File: config.mk
export PLATFORM = sky130hd
export DESIGN_NAME = ring_osc_regs
export DESIGN_NICKNAME = d
export VERILOG_FILES = /design/src/rtl/ring_osc_regs.sv
export SDC_FILE = /design/constraint.sdc
export NUM_CORES = 1
export LEC_CHECK = 0
export ABC_AREA = 1
export BUFFER_PORTS_ARGS = -buffer_cell sky130_fd_sc_hd__buf_2
export CAP_MARGIN = 20
export CORE_UTILIZATION = 30
export DETAILED_ROUTE_END_ITERATION = 10
export SLEW_MARGIN = 30
export SYNTH_ARGS = -nofsm -noshare
export SYNTH_HDL_FRONTEND = slang
export SYNTH_SLANG_ARGS = --single-unit
File: constraint.sdc
create_clock -name pclk -period 1.4 [get_ports pclk]
set_input_delay 0.14 -clock pclk [delete_from_list [all_inputs] [get_ports pclk]]
set_output_delay 0.14 -clock pclk [all_outputs]
set_load 0.005 [all_outputs]
File: src/rtl/ring_osc_regs.sv
module ring_osc_regs #(
  parameter int ADDR_W = 8,
  parameter int STAGES = 8,
  parameter int DS_W   = 3
) (
  input  logic                      pclk,
  input  logic                      presetn,
  input  logic                      psel,
  input  logic                      penable,
  input  logic                      pwrite,
  input  logic [ADDR_W-1:0]         paddr,
  input  logic [31:0]               pwdata,
  output logic [31:0]               prdata,
  output logic                      pready,
  output logic                      pslverr,
  input  logic                      osc_stable,
  input  logic                      osc_enabled,
  input  logic                      div_running,
  output logic                      osc_en,
  output logic [1:0]                range_sel,
  output logic [2:0]                stage_first,
  output logic [STAGES/2*DS_W-1:0]  drive_lo,
  output logic [STAGES/2*DS_W-1:0]  drive_hi,
  output logic                      dormant_req,
  output logic [4:0]                div_val,
  output logic                      phase_en,
  output logic                      phase_flip,
  output logic [1:0]                phase_shift
);
  localparam int BANK  = STAGES / 2;
  localparam int SLOT  = DS_W + 1;
  localparam int DRV_W = BANK * DS_W;
  localparam int IDX_W = ADDR_W - 2;

  localparam logic [11:0] EN_OFF     = 12'hD1E;
  localparam logic [11:0] EN_ON      = 12'hFAB;
  localparam logic [9:0]  RNG_BASE   = 10'h3E9;
  localparam logic [15:0] DRV_KEY    = 16'h9696;
  localparam logic [31:0] SLEEP_CODE = 32'h636F6D61;
  localparam logic [31:0] WAKE_CODE  = 32'h77616B65;
  localparam logic [6:0]  DIV_BASE   = 7'h55;
  localparam logic [7:0]  PH_KEY     = 8'hAA;

  logic [23:0]      ctl_raw_q;
  logic             en_q;
  logic [1:0]       rng_q;
  logic [DRV_W-1:0] dlo_q, dhi_q;
  logic             dorm_q;
  logic [4:0]       div_q;
  logic             ph_en_q, ph_flip_q;
  logic [1:0]       ph_shift_q;
  logic             bad_q;

  logic [IDX_W-1:0] widx;
  logic             aligned, wr, rd;
  logic             hit_ctl, hit_dlo, hit_dhi, hit_slp, hit_div, hit_ph, hit_sts;

  assign widx    = paddr[ADDR_W-1:2];
  assign aligned = (paddr[1:0] == 2'b00);
  assign wr      = psel & penable & pwrite & aligned;
  assign rd      = psel & ~pwrite & aligned;

  assign hit_ctl = (widx == IDX_W'(0));
  assign hit_dlo = (widx == IDX_W'(1));
  assign hit_dhi = (widx == IDX_W'(2));
  assign hit_slp = (widx == IDX_W'(3));
  assign hit_div = (widx == IDX_W'(4));
  assign hit_ph  = (widx == IDX_W'(5));
  assign hit_sts = (widx == IDX_W'(6));

  logic       en_code_ok, rng_ok, drv_ok, slp_ok, div_ok, ph_ok;
  logic [1:0] rng_new;

  assign en_code_ok = (pwdata[23:12] == EN_OFF) | (pwdata[23:12] == EN_ON);
  assign rng_ok     = (pwdata[11:2] == RNG_BASE);
  assign rng_new    = {pwdata[1], pwdata[1] ^ pwdata[0]};
  assign drv_ok     = (pwdata[31:16] == DRV_KEY);
  assign slp_ok     = (pwdata == SLEEP_CODE) | (pwdata == WAKE_CODE);
  assign div_ok     = (pwdata[11:5] == DIV_BASE);
  assign ph_ok      = (pwdata[11:4] == PH_KEY);

  logic [DRV_W-1:0] drv_in;
  logic [15:0]      dlo_rd, dhi_rd;

  for (genvar s = 0; s < BANK; s++) begin : g_stage
    assign drv_in[s*DS_W +: DS_W]   = drv_ok ? pwdata[s*SLOT +: DS_W] : '0;
    assign dlo_rd[s*SLOT +: SLOT]   = {1'b0, dlo_q[s*DS_W +: DS_W]};
    assign dhi_rd[s*SLOT +: SLOT]   = {1'b0, dhi_q[s*DS_W +: DS_W]};
  end

  logic bad_evt, bad_clr;

  assign bad_evt = wr & ((hit_ctl & (~en_code_ok | ~rng_ok)) |
                         ((hit_dlo | hit_dhi) & ~drv_ok) |
                         (hit_slp & ~slp_ok) |
                         (hit_div & ~div_ok) |
                         (hit_ph & ~ph_ok));
  assign bad_clr = wr & hit_sts & pwdata[24];

  always_ff @(posedge pclk or negedge presetn) begin
    if (!presetn) begin
      ctl_raw_q  <= 24'h000AA0;
      en_q       <= 1'b1;
      rng_q      <= 2'd0;
      dlo_q      <= '0;
      dhi_q      <= '0;
      dorm_q     <= 1'b0;
      div_q      <= 5'd16;
      ph_en_q    <= 1'b1;
      ph_flip_q  <= 1'b0;
      ph_shift_q <= 2'd0;
      bad_q      <= 1'b0;
    end else begin
      if (wr && hit_ctl) begin
        ctl_raw_q <= pwdata[23:0];
        en_q      <= (pwdata[23:12] != EN_OFF);
        if (rng_ok) rng_q <= rng_new;
      end
      if (wr && hit_dlo) dlo_q <= drv_in;
      if (wr && hit_dhi) dhi_q <= drv_in;
      if (wr && hit_slp) dorm_q <= (pwdata == SLEEP_CODE);
      if (wr && hit_div) div_q <= div_ok ? pwdata[4:0] : 5'd31;
      if (wr && hit_ph) begin
        ph_en_q    <= ph_ok ? pwdata[3] : 1'b1;
        ph_flip_q  <= ph_ok & pwdata[2];
        ph_shift_q <= ph_ok ? pwdata[1:0] : 2'd0;
      end
      if (bad_evt)      bad_q <= 1'b1;
      else if (bad_clr) bad_q <= 1'b0;
    end
  end

  always_comb begin
    prdata = '0;
    if (rd) begin
      unique case (1'b1)
        hit_ctl: prdata = {8'h00, ctl_raw_q};
        hit_dlo: prdata = {16'h0000, dlo_rd};
        hit_dhi: prdata = {16'h0000, dhi_rd};
        hit_slp: prdata = dorm_q ? SLEEP_CODE : WAKE_CODE;
        hit_div: prdata = {20'h0, 12'hAA0 + {7'h0, div_q}};
        hit_ph:  prdata = {28'h0, ph_en_q, ph_flip_q, ph_shift_q};
        hit_sts: prdata = {osc_stable, 6'h0, bad_q, 7'h0, div_running,
                           3'h0, osc_enabled, 12'h000};
        default: prdata = '0;
      endcase
    end
  end

  assign pready      = 1'b1;
  assign pslverr     = 1'b0;
  assign osc_en      = en_q;
  assign range_sel   = rng_q;
  assign stage_first = {rng_q, 1'b0};
  assign drive_lo    = dlo_q;
  assign drive_hi    = dhi_q;
  assign dormant_req = dorm_q;
  assign div_val     = div_q;
  assign phase_en    = ph_en_q;
  assign phase_flip  = ph_flip_q;
  assign phase_shift = ph_shift_q;
endmodule

==> impl_metrics.yaml <==
yosys:
  ys_seq_area_share_pct: 41.2
  syn_inst: 533
  synth_edf_count: 0
  ys_ff_latch: 62
  synthDistinctLibCells: 34
  avgSynthCellArea_um2: 7.10
  ys_warn_count: 0
  synthArstFlopShare_pct: 100
  synth_area_um2: 3780
  synthFlopType: "dfrtp_1"
route:
  postRouteAntennaNets: 0
  dr_total_vias: 4122
  wirelength_um: 12900
  avgRoutedWirePerCell_um: 14.8
  viasPerCell: 4.73
  first_iter_violations: 303
  drc_errors: 0
  dr.pass1.iters: 5
clock_network:
  cts_buffers: 9
  clk_pin_slew_ps: 50
  clk_latency_ps: 320
  cts_num_sinks: 62
  cts_tree: "built"
  htreeDepth: 3
  cts.path.max_buffers: 2
  cts_root_buffer: "clkbuf_16"
floorplan:
  core-area_um2: 12200
  die_w_um: 114
  top_level_ports: 122
  dieHeight_um: 114
  initial_core_util_pct: 31.1
  floorplan.die_area_um2: 13100
  row_count: 40
timing:
  final.period_utilization_pct: 107
  final_hold_viol_count: 0
  drv_slew: 0
  slew-limit-headroom_pct: 65.7
  tightest_slew_ps: 515
  rsz0062_at_grt: "true"
  max_freq_ghz: 0.670
  fin_ws_ps: -92.5
  fin_crit_ps: 1490
  setup_viol: 15
  fin_skew_ps: 0
worst_hold_path:
  holdCritPathClass: "input pin to flip-flop"
  holdPathStages: 3
setup_path:
  required_ps: 1260
  slowest_stage: "nor2_4"
  path_buf_inv: 3
  crit_top_cell: "nor2_4"
  cp_max_fo: 5
  start_kind: "input pin"
  critPathArrivalTime_ps: 1350
  cp-end-kind: "primary output"
  path_delay_family: "simple AND/OR/NAND/NOR gates"
  crit_chain: "buf_8, nor2_4, nand3_4, nor2_4, buf_6, nand2_2, and3_4, a21oi_2, buf_2"
  rrSetupSlack_ps: 590
  path_class: "input pin to primary output"
  reg2reg_depth: 2
  critical_path_depth: 9
  slowest_delay_ps: 190
placed_design:
  dp_hpwl_um: 9720
  gp_congestion: 0.847
  dpl_cell_area_um2: 4800
  numPortBuffers: 117
final_layout:
  drive_gt1_share_pct: 39.7
  final_common_cell: "nand2_1"
  mostFrequentLayoutCells: "nand2_1 (204), buf_2 (115), dfrtp_1 (55)"
  area_growth_pct: 43.7
  final_cell_area_um2: 5440
  utilization_pct: 44.7
  nets: 747
global_route:
  grtUsageTotal_pct: 20.4
  antenna_found_initial: 1
  overflow: 0
  grt_pass1_vias: 4011
  grt_max_degree: 63
  grt_pass1_wl_um: 20400
pwr:
  leakage_uw: 0.00300
  power_density_nw_per_um2: 780
  ir_drop_uv: 522
status:
  failed_checks: "setup timing"
  status: "finished with violations"
job:
  maxCapViolations: 0
-- area by class of cell --
type	count	area (um^2)
timing repair buffer	176	1150
tap	168	210
sequential	62	1560
multi-input combinational	391	2030
antenna	1	2.50
clock inverter	6	36.3
fill	1263	6720
inverter	58	225
clock buffer	10	229
-- flip-flops by register name, indices dropped and copies added (netlist names) --
| name | count |
|---|---|
| osc_en | 1 |
| range_sel | 2 |
| ctl_raw_q | 24 |
| phase_en | 1 |
| div_val | 5 |
| phase_shift | 2 |
| drive_lo | 12 |
| phase_flip | 1 |
| drive_hi | 12 |
| dormant_req | 1 |
| bad_q | 1 |
-- cells in the mapped netlist (3+ instances only) --
library cell / n / area share, %
nand2_1: 217 / 22
a41oi_1: 3 / 0.69
nor2_2: 3 / 0.50
buf_6: 6 / 1.8
inv_1: 52 / 5.2
nor2_4: 4 / 1.2
dfstp_2: 7 / 4.9
a31oi_1: 6 / 0.99
buf_2: 8 / 1.1
nand3_1: 35 / 4.6
inv_2: 5 / 0.50
nor2_1: 54 / 5.4
o21ai_2: 18 / 4.2
dfrtp_1: 55 / 36
buf_4: 10 / 2.0
a21oi_1: 15 / 2.0
o21ai_0: 13 / 1.7
-- per-layer routing --
| layer | part of all wire (%) | GRT usage [%] |
|---|---|---|
| met5 | 0 | 0 |
| met3 | 6.2 | 3.49 |
| met1 | 43 | 25.8 |
| met2 | 50 | 35.0 |
| met4 | 1.3 | 6.84 |
-- cells by family (layout without fill, tap and decap cells) --
logic type,count (synthesis),in the layout,share of synthesized area [%]
buffers and inverters,82,250,10.6
other,2,5,0.198
flip-flops,62,62,41.2
AND/OR/NAND/NOR,325,325,36.9
AO/OA/AOI/OAI,61,61,10.7
adder cells (fa/ha/maj),1,1,0.331
-- final timing paths --
| kind | startpoint | to |
|---|---|---|
| max | paddr[7] | prdata[2] |
| min | pwdata[11] | ctl_raw_q[11]$_DFFE_PN1P_ |
| max reg2reg | phase_en$_DFFE_PN1P_ | phase_en$_DFFE_PN1P_ |
| min reg2reg | ctl_raw_q[5]$_DFFE_PN1P_ | ctl_raw_q[5]$_DFFE_PN1P_ |
| max in group asynchronous | presetn | phase_en$_DFFE_PN1P_ |
| min in group asynchronous | presetn | ctl_raw_q[20]$_DFFE_PN0P_ |
-- worst register-to-register path, cell delays in order (launching register included) --
cell and delay, ps:
dfstp_2 550, nor2_1 50, a31oi_1 140
-- stage by stage --
stage | total power [uW] | TNS [ps] | hold WS [ps] | cells | setup WS, ps
after global routing | 4430 | -2470 | 54.9 | 871 | -175
after detailed placement | 2230 | -4600 | 186 | 843 | -181
after floorplan | 2000 | 0 | -156 | 535 | 189
final | 4240 | -818 | 42.9 | 872 | -92.5
after CTS | 4260 | -520 | 44.8 | 867 | -58.5
after global placement | 2220 | -3230 | 180 | 843 | -157
-- where the power goes --
group	total (uW)	internal (uW)	switching [uW]
Clock	2010	1190	825
Combinational	398	154	243
Sequential	1830	1820	13.3
-- repair_timing --
action | CTS | global route
hold endpoints to repair | 55 | 0
hold buffers | 1 | 0
pin swaps | 9 | 19
endpoints found under the setup margin | 23 | 30
resized for setup | 34 | 42
cloned | 0 | 1
buffers inserted | 7 | 4
(Power assumes the default switching activity.)
